## src/rtl/rxdma_pkg.sv

```systemverilog
package rxdma_pkg;
  localparam int unsigned BYTE_W = 16;

  typedef enum logic [1:0] {
    SEL_STATUS = 2'd0,
    SEL_LENGTH = 2'd1,
    SEL_DATA   = 2'd2
  } wordSel_e;

  typedef struct packed {
    logic              done;
    logic [BYTE_W-1:0] byteInc;
  } dpStrobe_t;
endpackage

```

## src/rtl/rxdma_ctrl.sv

```systemverilog
module rxdma_ctrl #(
  parameter int LEN_W  = 16,
  parameter int HI_CYC = 560,
  parameter int LO_CYC = 26
) (
  input  logic                   clk,
  input  logic                   rstN,
  input  logic                   frameReady,
  input  logic [LEN_W-1:0]       frameLen,
  input  logic                   cfgBurst,
  input  logic                   dmaAckN,
  output logic                   dmaReq,
  output logic                   dataRd,
  output logic                   frameDone,
  output rxdma_pkg::wordSel_e    wordSel,
  output rxdma_pkg::dpStrobe_t   strobe
);
  import rxdma_pkg::*;

  localparam int IDX_W   = LEN_W + 1;
  localparam int TMR_MAX = (HI_CYC > LO_CYC) ? HI_CYC : LO_CYC;
  localparam int TMR_W   = $clog2(TMR_MAX + 1);

  typedef enum logic [1:0] {ST_IDLE, ST_XFER, ST_DONE} state_e;

  state_e           state;
  logic [IDX_W-1:0] wordIdx;
  logic [IDX_W-1:0] lastIdx;
  logic [IDX_W-1:0] payWords;
  logic [TMR_W-1:0] tmr;
  logic             inGap;
  logic             move;
  logic             lastMove;

  // ceil(len/2) payload words after the two header words
  assign payWords = IDX_W'(({1'b0, frameLen} + 1'b1) >> 1);

  assign dmaReq   = (state == ST_XFER) && !inGap;
  assign move     = dmaReq && !dmaAckN;
  assign lastMove = move && (wordIdx == lastIdx);
  assign dataRd   = move && (wordIdx >= IDX_W'(2));
  assign frameDone = (state == ST_DONE);

  always_comb begin
    if (wordIdx == '0)             wordSel = SEL_STATUS;
    else if (wordIdx == IDX_W'(1)) wordSel = SEL_LENGTH;
    else                           wordSel = SEL_DATA;
  end

  assign strobe.done    = (state == ST_DONE);
  assign strobe.byteInc = BYTE_W'({lastIdx, 1'b0} + (IDX_W + 1)'(2));

  always_ff @(posedge clk) begin
    if (!rstN) begin
      state   <= ST_IDLE;
      wordIdx <= '0;
      lastIdx <= '0;
      tmr     <= '0;
      inGap   <= 1'b0;
    end else begin
      unique case (state)
        ST_IDLE: begin
          if (frameReady) begin
            state   <= ST_XFER;
            wordIdx <= '0;
            lastIdx <= payWords + IDX_W'(1);
            tmr     <= '0;
            inGap   <= 1'b0;
          end
        end
        ST_XFER: begin
          if (move) wordIdx <= wordIdx + IDX_W'(1);
          if (lastMove) state <= ST_DONE;
          // burst window timer: high phase, then a fixed gap
          if (inGap) begin
            if (tmr == TMR_W'(LO_CYC - 1)) begin
              inGap <= 1'b0;
              tmr   <= '0;
            end else begin
              tmr <= tmr + TMR_W'(1);
            end
          end else if (cfgBurst) begin
            if (tmr == TMR_W'(HI_CYC - 1)) begin
              inGap <= 1'b1;
              tmr   <= '0;
            end else begin
              tmr <= tmr + TMR_W'(1);
            end
          end
        end
        ST_DONE: state <= ST_IDLE;
        default: state <= ST_IDLE;
      endcase
    end
  end

  // without burst mode the request never breaks mid-frame
  a_r3_req_steady: assert property (@(posedge clk) disable iff (!rstN)
    (dmaReq && !cfgBurst && !lastMove) |=> dmaReq);

  // completion follows the final word
  a_r5_done_after_last: assert property (@(posedge clk) disable iff (!rstN)
    frameDone |-> $past(lastMove));

  // completion is a single quiet cycle
  a_r5_done_single: assert property (@(posedge clk) disable iff (!rstN)
    frameDone |-> (!dmaReq && !dataRd));

  // a gap starts only after a full high window in burst mode
  a_r4_gap_entry: assert property (@(posedge clk) disable iff (!rstN)
    $rose(inGap) |-> $past(cfgBurst) && $past(dmaReq));
endmodule

```

## src/rtl/rxdma_dp.sv

```systemverilog
module rxdma_dp #(
  parameter int DATA_W     = 16,
  parameter int LEN_W      = 16,
  parameter int FRM_W      = 12,
  parameter int MISS_W     = 10,
  parameter int SMALL_LOG2 = 14,
  parameter int BIG_LOG2   = 16
) (
  input  logic                  clk,
  input  logic                  rstN,
  input  rxdma_pkg::dpStrobe_t  strobe,
  input  rxdma_pkg::wordSel_e   wordSel,
  input  logic [DATA_W-1:0]     frameStatus,
  input  logic [LEN_W-1:0]      frameLen,
  input  logic [DATA_W-1:0]     frameData,
  input  logic                  cfgBigBuf,
  input  logic                  cfgIrqEn,
  input  logic                  readFrameCnt,
  input  logic                  readByteCnt,
  input  logic                  readEvent,
  input  logic                  missPulse,
  output logic [DATA_W-1:0]     dmaData,
  output logic [15:0]           sofOffset,
  output logic [15:0]           frameCount,
  output logic [15:0]           byteCount,
  output logic                  eventFlag,
  output logic                  irq,
  output logic [MISS_W-1:0]     missCount
);
  import rxdma_pkg::*;

  localparam logic [BYTE_W-1:0] SMALL_MASK = BYTE_W'((64'd1 << SMALL_LOG2) - 1);
  localparam logic [BYTE_W-1:0] BIG_MASK   = BYTE_W'((64'd1 << BIG_LOG2) - 1);
  localparam int PAD_W = 16 - FRM_W;

  logic [FRM_W-1:0]  frmCnt;
  logic [BYTE_W-1:0] byteCnt;
  logic [BYTE_W-1:0] sofReg;
  logic [BYTE_W-1:0] sofSum;
  logic [BYTE_W-1:0] incBytes;
  logic [FRM_W-1:0]  incFrm;

  always_comb begin
    unique case (wordSel)
      SEL_STATUS: dmaData = frameStatus;
      SEL_LENGTH: dmaData = DATA_W'(frameLen);
      default:    dmaData = frameData;
    endcase
  end

  assign sofSum   = sofReg + strobe.byteInc;
  assign incBytes = strobe.done ? strobe.byteInc : '0;
  assign incFrm   = FRM_W'(strobe.done);

  always_ff @(posedge clk) begin
    if (!rstN) begin
      sofReg    <= '0;
      frmCnt    <= '0;
      byteCnt   <= '0;
      eventFlag <= 1'b0;
      missCount <= '0;
    end else begin
      if (strobe.done)
        sofReg <= sofSum & (cfgBigBuf ? BIG_MASK : SMALL_MASK);
      frmCnt  <= (readFrameCnt ? '0 : frmCnt)  + incFrm;
      byteCnt <= (readByteCnt  ? '0 : byteCnt) + incBytes;
      if (strobe.done)    eventFlag <= 1'b1;
      else if (readEvent) eventFlag <= 1'b0;
      if (missPulse) missCount <= missCount + MISS_W'(1);
    end
  end

  assign sofOffset  = 16'(sofReg);
  assign frameCount = {{PAD_W{1'b0}}, frmCnt};
  assign byteCount  = 16'(byteCnt);
  assign irq        = eventFlag && cfgIrqEn;

  // small ring keeps the offset below its size
  a_r6_small_range: assert property (@(posedge clk) disable iff (!rstN)
    ($past(strobe.done) && !$past(cfgBigBuf)) |-> (sofOffset <= 16'(SMALL_MASK)));

  // a read with no coincident frame leaves zero
  a_r7_read_clear: assert property (@(posedge clk) disable iff (!rstN)
    (readFrameCnt && !strobe.done) |=> (frameCount == 16'd0));

  // same rule for the byte counter
  a_r8_read_clear: assert property (@(posedge clk) disable iff (!rstN)
    (readByteCnt && !strobe.done) |=> (byteCount == 16'd0));

  // completion always leaves the event flag set
  a_r9_event_set: assert property (@(posedge clk) disable iff (!rstN)
    strobe.done |=> eventFlag);

  // each drop pulse advances the counter by one
  a_r11_miss_step: assert property (@(posedge clk) disable iff (!rstN)
    missPulse |=> (missCount == MISS_W'($past(missCount) + 1'b1)));
endmodule

```

## src/rtl/rxDmaSeq.sv

```systemverilog
module rxDmaSeq #(
  parameter int DATA_W     = 16,
  parameter int LEN_W      = 16,
  parameter int HI_CYC     = 560,
  parameter int LO_CYC     = 26,
  parameter int FRM_W      = 12,
  parameter int MISS_W     = 10,
  parameter int SMALL_LOG2 = 14,
  parameter int BIG_LOG2   = 16
) (
  input  logic              clk,
  input  logic              rstN,
  input  logic              frameReady,
  input  logic [DATA_W-1:0] frameStatus,
  input  logic [LEN_W-1:0]  frameLen,
  input  logic [DATA_W-1:0] frameData,
  output logic              dataRd,
  output logic              frameDone,
  output logic              dmaReq,
  input  logic              dmaAckN,
  output logic [DATA_W-1:0] dmaData,
  input  logic              cfgBurst,
  input  logic              cfgBigBuf,
  input  logic              cfgIrqEn,
  input  logic              readFrameCnt,
  input  logic              readByteCnt,
  input  logic              readEvent,
  input  logic              missPulse,
  output logic [15:0]       sofOffset,
  output logic [15:0]       frameCount,
  output logic [15:0]       byteCount,
  output logic              eventFlag,
  output logic              irq,
  output logic [MISS_W-1:0] missCount
);
  rxdma_pkg::dpStrobe_t strobe;
  rxdma_pkg::wordSel_e  wordSel;

  rxdma_ctrl #(
    .LEN_W (LEN_W),
    .HI_CYC(HI_CYC),
    .LO_CYC(LO_CYC)
  ) uCtrl (
    .clk       (clk),
    .rstN      (rstN),
    .frameReady(frameReady),
    .frameLen  (frameLen),
    .cfgBurst  (cfgBurst),
    .dmaAckN   (dmaAckN),
    .dmaReq    (dmaReq),
    .dataRd    (dataRd),
    .frameDone (frameDone),
    .wordSel   (wordSel),
    .strobe    (strobe)
  );

  rxdma_dp #(
    .DATA_W    (DATA_W),
    .LEN_W     (LEN_W),
    .FRM_W     (FRM_W),
    .MISS_W    (MISS_W),
    .SMALL_LOG2(SMALL_LOG2),
    .BIG_LOG2  (BIG_LOG2)
  ) uDp (
    .clk         (clk),
    .rstN        (rstN),
    .strobe      (strobe),
    .wordSel     (wordSel),
    .frameStatus (frameStatus),
    .frameLen    (frameLen),
    .frameData   (frameData),
    .cfgBigBuf   (cfgBigBuf),
    .cfgIrqEn    (cfgIrqEn),
    .readFrameCnt(readFrameCnt),
    .readByteCnt (readByteCnt),
    .readEvent   (readEvent),
    .missPulse   (missPulse),
    .dmaData     (dmaData),
    .sofOffset   (sofOffset),
    .frameCount  (frameCount),
    .byteCount   (byteCount),
    .eventFlag   (eventFlag),
    .irq         (irq),
    .missCount   (missCount)
  );
endmodule

```

## config.mk

```make
export PLATFORM = sky130hd
export DESIGN_NAME = rxDmaSeq
export DESIGN_NICKNAME = d
export VERILOG_FILES = /design/src/rtl/rxdma_pkg.sv /design/src/rtl/rxdma_ctrl.sv /design/src/rtl/rxdma_dp.sv /design/src/rtl/rxDmaSeq.sv
export SDC_FILE = /design/constraint.sdc
export NUM_CORES = 1
export LEC_CHECK = 0
export ABC_AREA = 1
export CORE_UTILIZATION = 48
export DETAILED_ROUTE_END_ITERATION = 12
export DONT_BUFFER_PORTS = 1
export PLACE_DENSITY = 0.65
export SLEW_MARGIN = 20
export SYNTH_ARGS = -nofsm -noshare
export SYNTH_HDL_FRONTEND = slang
export SYNTH_SLANG_ARGS = --single-unit
```

## constraint.sdc

```tcl
create_clock -name clk -period 2.6 [get_ports clk]
set_clock_uncertainty 0.2 [all_clocks]
set_input_delay 0.39 -clock clk [delete_from_list [all_inputs] [get_ports clk]]
set_output_delay 0.39 -clock clk [all_outputs]
set_load 0.05 [all_outputs]
```

==> results of run 1 <==
-- final timing paths --
path,start,to,slack [ps],cells after the start
setup / recovery,uCtrl.lastIdx[0],uDp.byteCount[14],-240,13
hold reg to reg,uCtrl.lastIdx[16],uCtrl.lastIdx[16],260,2
hold / removal,rstN,uDp.byteCount[6],-20,2
setup reg to reg,uCtrl.lastIdx[0],uDp.byteCount[14],-240,13
-- logic make-up (layout without fill, tap and decap cells) --
family	Yosys count	count (layout)	synth area share, %
simple gates	562	562	34.6
mux	1	1	0.134
xor+xnor	36	36	4.23
flops	100	100	26.9
fa+ha+maj	43	43	7.42
buf+inv	227	390	11.8
compound gates	201	201	15.0
other cells	1	6	0.0503
-- critical path, stage by stage, from the launching register on --
cell	delay, ps
dfxtp_2	350
inv_2	40
nor3_2	190
nand2_1	100
or2_4	270
nand3b_1	200
xor2_2	180
and2_4	160
ha_4	310
inv_4	60
nor3_4	230
nand3_2	130
a21oi_1	220
nor2_1	80
-- stage by stage --
step / cell area [µm²] / instances / power [W] / utilization (%)
6_report: 9720 / 1527 / 0.00388 / 64.2
5_1_grt: 9720 / 1527 / 0.00404 / 64.2
4_1_cts: 9320 / 1509 / 0.00387 / 61.5
3_5_place_dp: 8610 / 1471 / 0.00248 / 56.9
3_3_place_gp: 8610 / 1471 / 0.00247 / 56.9
2_1_floorplan: 7520 / 1176 / 0.00223 / -
-- layout make-up --
type,instances,area (µm²)
multi-input cells,849,5000
fillers,1381,5430
clock buffers,9,225
repair buffers,174,1390
flip-flops and latches,100,2040
inverters,200,763
clock inverters,7,63.8
well taps,188,235
-- power by group through the flow --
| stage | registers [W] | clock network (W) | logic, W |
|---|---|---|---|
| floorplan | 0.00165 | 0 | 0.000582 |
| global placement | 0.00163 | 0 | 0.000834 |
| detailed placement | 0.00163 | 0 | 0.000841 |
| CTS | 0.00160 | 0.00139 | 0.000883 |
| global route | 0.00160 | 0.00145 | 0.000993 |
| finish | 0.00159 | 0.00137 | 0.000918 |
-- state kept, by name, indices dropped and copies added (netlist names) --
| register | cells |
|---|---|
| uDp.eventFlag | 1 |
| uDp.sofOffset | 15 |
| uDp.byteCount | 15 |
| uDp.frmCnt | 12 |
| uCtrl.state | 2 |
| uCtrl.tmr | 10 |
| uCtrl.lastIdx | 17 |
| uDp.missCount | 10 |
| uCtrl.wordIdx | 17 |
| uCtrl.inGap | 1 |
-- synth_stat cells (2+ instances only) --
library cell  number
a211oi_1           5
a21o_1             2
a21oi_1           83
a31oi_1            4
buf_2              2
buf_4              6
clkbuf_1          19
dfxtp_1          100
fa_1               2
ha_1              41
inv_1            196
inv_2              3
nand2_1          232
nand2_2            9
nand2_4            7
nand3_1           69
nand3_2            5
nand3b_1           3
nand4_1           32
nor2_1           141
nor2_2             8
nor2_4             5
nor2_8             2
nor3_1            34
nor3b_1            4
nor4_1             4
o211ai_1          20
o21a_1             2
o21ai_0           72
o21ai_1            2
o21bai_1           3
o22ai_1            4
or2_2              3
xnor2_1           15
xor2_1            21
-- timing repair --
item	CTS	global route
gates resized for setup	46	89
endpoints found under the hold margin	38	10
setup buffers	1	13
gates cloned	0	2
endpoints found under the setup margin	31	42
pin swaps	16	16
hold buffers	21	3
-- layer usage --
metal  share of wire, %  wire [µm]  track usage [%]
met3                5.4       1170             4.81
met2                 47      10300             45.8
met1                 45       9810             33.0
met5                  0          0                0
met4                1.8        395             7.65
==> results.md, run 1 <==
- Status: finished with violations
- Failing checks: hold timing, setup timing
- Routed vias/inst: ~5.2
- Num CTS Buffers: 9
- Drt first pass iters: 5
- CORE AREA: 15,100 µm²
- CTS sink cnt: 100
- Worst Setup End Kind: register
- Critical path type: register to register
- Internal: 0.00256 W
- Clock buffer depth: 2
- Post-synth top area cell: dfxtp_1
- Critical path arrival: about 2900 ps
- Die height: ~130 µm
- Avg Cell Area, Syn: 6.36 µm²
- Initial antenna violation count: 0
- CTS clk-pin slew, worst paths: 80 ps
- Post-synth EDFFs: 0
- Hpwl dp: 15.6 mm
- Clk pwr share: about a third
- Sequential power share: roughly 41%
- Total of max-cap violations: 0
- Slew HR: between 50% and 60%
- Yosys reg bits: 100
- # rows: 45
- Worst path required time: about 2700 ps
- Pins Over Slew Limit: 0
- Area contributors post-synth: dfxtp_1 27%, nand2_1 12%, inv_1 9.9%
- Dpl ws: -285 ps
- Layout cells sized above 1: between 20% and 30%
- Nets@finish: approximately 1,400
- Commonest non-fill, non-tap cells in the layout: 225 x nand2_1, 179 x inv_1, 145 x buf_4
- Vias in the first global route: 7,305
- Ys async rst share: 0%
- # DRC: 0
- TNS Setup: -1490 ps
- Top Ports: about 140
- P_leak: between 4 and 5 nW
- Port-buffer cells: 0
- Routed vias: between 7,000 and 8,000
- Yosys top cell area share: around 27%
- Chip Width: approximately 130 µm
- Yosys warning count: 0
- Most common cell after layout, fill and taps aside: nand2_1
- Max VDD drop: about 0.35 mV
- Final clock period utilization by the worst path: 109%
- CTS tree: yes
- Die area: approximately 16,000 µm²
- NetSw: 0.00132 W
- Seq/Total Area, Yosys: a little over a quarter
- Worst setup margin: -237 ps
- Antenna Violating Nets Remaining: 0
- GRT Overall Usage: roughly a quarter
- Final Critical Period: between 2000 and 3000 ps
- Initial Util: between 40% and 50%
- Finish-stage setup viols: 15
- Routed wire per std cell: approximately 14 µm
- RSZ-0062 raised after global routing: yes
- Syn-to-layout area delta: 30.5%
- H-tree depth: 3
- Final Hold Fails: 2
- Drt total wl: ~22 mm
- Achievable Freq: 352 MHz
- Aggregate global routing overflow: 0
- Switching Fraction: between 30% and 40%
- Gate power share: 23.7%
- WHS: -19.3 ps
- Most used flip-flop cell after synthesis: dfxtp_1
- Pwr Density: 399 nW/µm²
- CP max FO: 5
- Largest net degree at the start of global routing: 39
- Clk_lat worst skew: 370 ps
- Diode count: 0
- Root Buffer: clkbuf_16
- Gpl congestion: roughly 0.9
- Tightest Pin Transition: approximately 660 ps
- HP Class: primary input to register
- CP startpoint kind: register
- 1st-iter DRT viols: 520
- Yosys cell types: 46
- Post-Syn Area: 7450 µm²
- First-pass GRT wire length: between 30 and 40 mm
- Syn Inst Count: around 1,200
Power figures use the tool's default switching activity.
==> run 2: changes to the inputs <==
ABC_AREA = 0   (was 1)
CTS_BUF_LIST = sky130_fd_sc_hd__clkbuf_4   (was default)
==> run 2 against run 1 <==
Effect of this change:
- the run ends with setup timing left
- highest routed layer unchanged
- core utilization increased by 6.0 points
- sequential share of layout area decreased by 0.44 points
- critical path type is now register to output port
- cell count decreased by 20%
- area after synthesis fell by 6.5%
- die area decreased by 6.4%
- critical endpoint is now dmaData[12]
==> results.md, run 2 <==
- Layout cells sized above 1: 33.6% (was 23.6%)
- Routed vias: 7,040 (was 7,980)
- CTS tree: yes (unchanged)
- R2R depth: 12 (was 13)
- Worst Path Buf+Inv: 2 (unchanged)
- Final Hold Fails: 0 (was 2)
- Crit path depth: 6 (was 13)
- Post-synth EDFFs: 0 (unchanged)
- Worst R2R End: uDp.sofOffset[11] (was uDp.byteCount[14])
- Total chip power: 0.00328 W (was 0.00388 W)
- Top Ports: 138 (unchanged)
- Area contributors post-synth: dfxtp_1 29%, ha_1 7.4%, xnor2_1 6.5% (was dfxtp_1 27%, nand2_1 12%, inv_1 9.9%)
- Routed wire per std cell: 16.9 µm (was 14.2 µm)
- Cell total after placement: 1,167 (was 1,471)
- Multi-input gate area: 5850 µm² (was 5000 µm²)
- Top-count cell post-synth: dfxtp_1 (was nand2_1)
- GRT Overall Usage: 25.7% (was 26.3%)
- Finish-stage setup viols: 27 (was 15)
- 1st-iter DRT viols: 376 (was 520)
- HP Class: primary input to register (unchanged)
- Aggregate global routing overflow: 0 (unchanged)
- Initial Util: 49.6% (was 49.2%)
- Critical path arrival: 2210 ps (was 2890 ps)
- Post-Layout Cell Count: 1,226 (was 1,527)
- Post-Syn Area: 6970 µm² (was 7450 µm²)
- Initial antenna violation count: 1 (was 0)
- Syn Inst Count: 886 (was 1,171)
- Max VDD drop: 0.315 mV (was 0.354 mV)
- RR Startpoint: uCtrl.lastIdx[3] (was uCtrl.lastIdx[0])
- CTS clk-pin slew, worst paths: 160 ps (was 80 ps)
- Commonest non-fill, non-tap cells in the layout: 146 x buf_4, 88 x dfxtp_1, 78 x nand2_1, 78 x nor2_1, 47 x xor2_1 (was 225 x nand2_1, 179 x inv_1, 145 x buf_4)
- # rows: 43 (was 45)
- Total of max-cap violations: 0 (unchanged)
- Yosys cell types: 70 (was 46)
- Clk_lat worst skew: 490 ps (was 370 ps)
- CTS sink cnt: 100 (unchanged)
- CP startpoint kind: register (unchanged)
- Die area: 15,000 µm² (was 16,000 µm²)
- Syn-to-layout area delta: 41.4% (was 30.5%)
- Vias in the first global route: 6,716 (was 7,305)
- Clock buffer depth: 2 (unchanged)
- Yosys reg bits: 100 (unchanged)
- Filler cells: 1,024 (was 1,381)
- Final clock period utilization by the worst path: 108% (was 109%)
- Most common cell after layout, fill and taps aside: buf_4 (was nand2_1)
- Port-buffer cells: 0 (unchanged)
- Gpl congestion: 0.891 (was 0.885)
- Worst setup margin: -198 ps (was -237 ps)
- TNS Setup: -3160 ps (was -1490 ps)
- # DRC: 0 (unchanged)
- Yosys top cell area share: 28.7% (was 26.9%)
- Final Util: 70.2% (was 64.2%)
- Post-synth top area cell: dfxtp_1 (unchanged)
- Num CTS Buffers: 9 (unchanged)
- Crit path cell chain: nor4_1, and4_4, buf_12, buf_16, o22ai_2, a21oi_4 (was inv_2, nor3_2, nand2_1, or2_4, nand3b_1, xor2_2, and2_4, ha_4, inv_4, nor3_4, nand3_2, a21oi_1, nor2_1)
- Worst path required time: 2010 ps (was 2650 ps)
- Nets@finish: 1,143 (was 1,436)
- Achievable Freq: 357 MHz (was 352 MHz)
- Worst Setup End Kind: output port (was register)
- Critical path type: register to output port (was register to register)
- Regs by FF count: uCtrl.lastIdx x17, uCtrl.wordIdx x17 (unchanged)
- Commonest cells post-synth: 100 x dfxtp_1, 85 x nand2_1, 83 x nor2_1 (was 232 x nand2_1, 196 x inv_1, 141 x nor2_1)
- CP max FO: 6 (was 5)
- Internal reg-to-reg setup slack: -200 ps (was -240 ps)
- Drt first pass iters: 5 (unchanged)
- Pwr Density: 333 nW/µm² (was 399 nW/µm²)
- Yosys warning count: 0 (unchanged)
- Drt total wl: 20.7 mm (was 21.7 mm)
- Largest net degree at the start of global routing: 33 (was 39)
- Chip Width: 122 µm (was 127 µm)
- P_leak: 3.95 nW (was 4.52 nW)
- H-tree depth: 3 (unchanged)
- Worst setup path start: uCtrl.wordIdx[6] (was uCtrl.lastIdx[0])
- First-pass GRT wire length: 30.8 mm (was 34.1 mm)
- Pins Over Slew Limit: 0 (unchanged)
- RSZ-0062 raised after global routing: yes (unchanged)
- Status: finished with violations (unchanged)
- Ys async rst share: 0% (unchanged)
- Antenna Violating Nets Remaining: 0 (unchanged)
- Slew HR: 34.6% (was 55.7%)
- Die height: 122 µm (was 127 µm)
- Final Critical Period: 2800 ps (was 2840 ps)
- Avg Cell Area, Syn: 7.86 µm² (was 6.36 µm²)
- Most used flip-flop cell after synthesis: dfxtp_1 (unchanged)
- Worst path top cell family by delay: simple AND/OR/NAND/NOR gates (unchanged)
- Setup crit end: dmaData[12] (was uDp.byteCount[14])
- Root Buffer: clkbuf_4 (was clkbuf_16)
- Failing checks: setup timing (was hold timing, setup timing)
- Critical-path top delay cell: dfxtp_1 (was dfxtp_2)
- CORE AREA: 14,000 µm² (was 15,100 µm²)
- Seq/Total Area, Yosys: 28.7% (was 26.9%)
- Hpwl dp: 14.1 mm (was 15.6 mm)
- Routed vias/inst: 5.74 (was 5.23)
- Register area: 2020 µm² (was 2040 µm²)
- Tightest Pin Transition: 978 ps (was 663 ps)
- Slowest stage delay, CP: 380 ps (was 350 ps)
[run 2: cell count changes after synthesis, sizes merged, moves of 24 or more]
cell and delta:
xnor2 +37, inv -174, nor2 -73, nand3 -35, nand2 -163, a21oi -24
o21ai -34, xor2 +30, nor2b +24
[run 2: cell type report]
class | count | area share [%]
Clock inverter | 6 | 0.495
Tap cell | 180 | 2.29
Multi-Input combinational cell | 724 | 59.4
Antenna cell | 1 | 0.0254
Inverter | 25 | 0.978
Timing Repair Buffer | 181 | 15.6
Sequential cell | 100 | 20.5
Clock buffer | 9 | 0.686
[run 2: per-layer routing]
layer / wire length [µm] / share of wire (%) / track usage (%)
met1: 8480 / 41 / 29.8
met2: 10500 / 51 / 46.5
met5: 0 / 0 / 0
met3: 1170 / 5.6 / 3.81
met4: 527 / 2.5 / 11.2
[run 2: how the worst min path moves through the flow]
stage,endpoint,cells after the start,slack (ps),startpoint
floorplan,uCtrl.lastIdx[14],2,260,uCtrl.lastIdx[14]
global placement,uCtrl.lastIdx[14],2,290,uCtrl.lastIdx[14]
detailed placement,uCtrl.lastIdx[14],2,290,uCtrl.lastIdx[14]
CTS,uCtrl.lastIdx[3],4,20,frameLen[4]
global route,uCtrl.lastIdx[3],4,40,frameLen[3]
finish,uCtrl.tmr[8],2,20,rstN
[run 2: cells by family after synthesis]
logic type	synth area share [%]
and+or+nand+nor	28.0
DFF	28.7
buffers and inverters	4.35
AOI/OAI and AO/OA	17.2
xor gates and xnor gates	13.3
muxes	0.431
adders and majority gates	7.94
other	0.0538
[run 2: through the flow]
stage,area [µm²],hold slack (ps),setup WS [ps]
after detailed placement,8250,293,-255
after global placement,8250,290,-193
after CTS,9140,21.3,-192
after global routing,9850,42.3,-346
final,9850,22.9,-198
after floorplan,7230,261,-270
[run 2: what timing repair did]
action | CTS | global route
endpoints found under the setup margin | 31 | 33
gates resized for setup | 105 | 96
buffers inserted | 7 | 23
gates cloned | 1 | 2
hold buffers | 12 | 0
pin swaps | 44 | 70
endpoints found under the hold margin | 35 | 0
[run 2: power by group]
group          total, W  internal [W]  switching [W]  leakage, nW
Sequential      0.00160       0.00156      0.0000345        0.815
Combinational  0.000907      0.000362       0.000545         3.08
Clock          0.000774      0.000201       0.000573       0.0603
Total           0.00328       0.00213        0.00115         3.95
==> run 3: changes to the inputs <==
--- a/config.mk
+++ b/config.mk
@@ -12,2 +12,3 @@
 export DONT_BUFFER_PORTS = 1
+export GPL_ROUTABILITY_DRIVEN = 0
 export PLACE_DENSITY = 0.65
==> constraint.sdc (replaced) <==
create_clock -name clk -period 2.6 [get_ports clk]
set_clock_uncertainty 0.2 [all_clocks]
set_input_delay 0.13 -clock clk [delete_from_list [all_inputs] [get_ports clk]]
set_output_delay 0.13 -clock clk [all_outputs]
set_load 0.05 [all_outputs]
==> run 3 against run 2 <==
Effect of this change:
- the run ends with hold timing, setup timing left
- setup slack lost 45 ps
- critical path type is now register to register
- register-to-register slack lost 50 ps
- global-route usage shrank 0.39 points
- largest power group unchanged
- critical path depth grew 6
- highest routed layer unchanged
- core utilization shrank 1.9 points
- clock power grew 12%
- hold slack lost 35 ps
==> results.md, run 3 (synthesis results as in run 2) <==
- Status: finished with violations (unchanged)
- Failing checks: hold timing, setup timing (was setup timing)
- Pwr Density: 345 nW/µm² (was 333 nW/µm²)
- Worst path required time: 2800 ps (was 2010 ps)
- Commonest non-fill, non-tap cells in the layout: 141 x buf_4, 84 x dfxtp_1, 78 x nor2_1 (was 146 x buf_4, 88 x dfxtp_1, 78 x nand2_1, 78 x nor2_1, 47 x xor2_1)
- CTS sink cnt: 100 (unchanged)
- Crit path depth: 12 (was 6)
- Regs by FF count: uCtrl.lastIdx x17, uCtrl.wordIdx x17 (unchanged)
- Tightest Pin Transition: 645 ps (was 978 ps)
- Critical-path top delay cell: dfxtp_2 (was dfxtp_1)
- RSZ-0062 raised after global routing: yes (unchanged)
- Initial Util: 49.6% (unchanged)
- CORE AREA: 14,000 µm² (unchanged)
- CP max FO: 4 (was 6)
- Achievable Freq: 352 MHz (was 357 MHz)
- Critical path arrival: 3050 ps (was 2210 ps)
- Largest net degree at the start of global routing: 50 (was 33)
- Slowest stage delay, CP: 380 ps (about the same)
- Hpwl dp: 13.8 mm (was 14.1 mm)
- Post-Layout Cell Count: 1,241 (was 1,226)
- Routed vias/inst: 5.73 (was 5.74)
- RR Startpoint: uCtrl.lastIdx[1] (was uCtrl.lastIdx[3])
- Final Hold Fails: 1 (was 0)
- Most frequent cell on the critical path: ha_4
- Worst Path Buf+Inv: 1 (was 2)
- Routed wire per std cell: 16.3 µm (was 16.9 µm)
- CTS tree: yes (unchanged)
- H-tree depth: 3 (unchanged)
- Initial antenna violation count: 1 (unchanged)
- Cell total after placement: 1,161 (was 1,167)
- Port-buffer cells: 0 (unchanged)
- WHS: -12.3 ps (was 22.9 ps)
- R2R depth: 12 (unchanged)
- Hold EP: uCtrl.lastIdx[1] (was uCtrl.tmr[8])
- Final Util: 68.2% (was 70.2%)
- Worst path top cell family by delay: compound AO/OA/AOI/OAI gates (was simple AND/OR/NAND/NOR gates)
- P_leak: 3.92 nW (was 3.95 nW)
- Crit path cell chain: buf_6, ha_4, xor2_4, and2_4, ha_4, nor2b_4, o2111a_2, o31a_1, o2111ai_2, a31oi_2, o21a_1, nor3_2 (was nor4_1, and4_4, buf_12, buf_16, o22ai_2, a21oi_4)
- Max VDD drop: 0.170 mV (was 0.315 mV)
- Root Buffer: clkbuf_4 (unchanged)
- Drt first pass iters: 5 (unchanged)
- Syn-to-layout area delta: 37.5% (was 41.4%)
- TNS Setup: -1900 ps (was -3160 ps)
- Nets@finish: 1,157 (was 1,143)
- Drt total wl: 20.2 mm (was 20.7 mm)
- Vias in the first global route: 6,761 (was 6,716)
- Most common cell after layout, fill and taps aside: buf_4 (unchanged)
- 1st-iter DRT viols: 426 (was 376)
- Internal reg-to-reg setup slack: -240 ps (was -200 ps)
- # DRC: 0 (unchanged)
- Pins Over Slew Limit: 0 (unchanged)
- Die height: 122 µm (unchanged)
- Die area: 15,000 µm² (unchanged)
- Final Critical Period: 2840 ps (was 2800 ps)
- CTS clk-pin slew, worst paths: 160 ps (about the same)
- Final clock period utilization by the worst path: 109% (was 108%)
- Chip Width: 122 µm (unchanged)
- Clk_lat worst skew: 470 ps (was 490 ps)
- Finish-stage setup viols: 16 (was 27)
- Critical path type: register to register (was register to output port)
- HP Class: primary input to register (unchanged)
- Hold depth: 4 (was 2)
- GRT Overall Usage: 25.3% (was 25.7%)
- Num CTS Buffers: 9 (unchanged)
- # rows: 43 (unchanged)
- CP startpoint kind: register (unchanged)
- First-pass GRT wire length: 30.5 mm (was 30.8 mm)
- Aggregate global routing overflow: 0 (unchanged)
- Total of max-cap violations: 0 (unchanged)
- Layout cells sized above 1: 29.5% (was 33.6%)
- Worst Setup End Kind: register (was output port)
- Antenna Violating Nets Remaining: 0 (unchanged)
- Clock buffer depth: 2 (unchanged)
- Worst R2R End: uDp.byteCount[13] (was uDp.sofOffset[11])
- Routed vias: 7,115 (was 7,040)
- Slew HR: 56.9% (was 34.6%)
- Worst setup margin: -243 ps (was -198 ps)
- Hold Path Origin: frameLen[1] (was rstN)
- Top Ports: 138 (unchanged)
==> run 3: timing repair <==
action                                 CTS  global route
endpoints found under the hold margin  100             1
gates resized for setup                 59            89
pin swaps                               37            48
hold buffers                            43             1
setup endpoints to repair               31            36
setup buffers                            6            14
==> run 3: layer usage <==
metal	share of wire [%]	GRT usage, %	vias up
li1	-	-	3457
met1	41	28.6	3373
met2	52	47.2	242
met3	4.9	4.55	43
met4	2.5	8.69	0
met5	0	0	-
==> run 3: power breakdown <==
part	leakage [nW]	total [W]	switching, W	internal, W
Combinational	3.03	0.000846	0.000515	0.000331
Sequential	0.817	0.00159	0.0000269	0.00156
Clock	0.0784	0.000869	0.000558	0.000311
==> run 3: cell type report <==
class	count	area [µm²]
Multi-Input combinational cell	722	5430
Fill cell	1078	4460
Sequential cell	100	2030
Timing Repair Buffer	197	1650
Tap cell	180	225
Inverter	25	97.6
Clock inverter	7	81.3
Clock buffer	9	67.6
Antenna cell	1	2.50
==> run 3: how the worst max path moves through the flow <==
stage                           startpoint                end  slack, ps
after floorplan             uCtrl.state[0]  uDp.byteCount[15]       -270
after global placement    uCtrl.lastIdx[5]  uDp.byteCount[15]       -180
after detailed placement  uCtrl.lastIdx[1]  uDp.sofOffset[15]       -250
after CTS                 uCtrl.lastIdx[0]  uDp.byteCount[13]       -160
after global routing      uCtrl.lastIdx[2]  uDp.sofOffset[15]       -370
final                     uCtrl.lastIdx[1]  uDp.byteCount[13]       -240
==> run 3: worst register-to-register path: stages, from the launching register on <==
cell and delay [ps]:
dfxtp_2 380, buf_6 100, ha_4 180, xor2_4 190
and2_4 180, ha_4 190, nor2b_4 120, o2111a_2 270
o31a_1 270, o2111ai_2 230, a31oi_2 160, o21a_1 220
nor3_2 80
==> run 3: metrics by stage <==
stage                     total power, W  cell area (µm²)  setup slack [ps]
final                            0.00331             9580              -243
after global routing             0.00344             9580              -373
after CTS                        0.00326             9070              -156
after detailed placement         0.00229             8130              -247
after global placement           0.00227             8130              -180
after floorplan                  0.00215             7160              -270
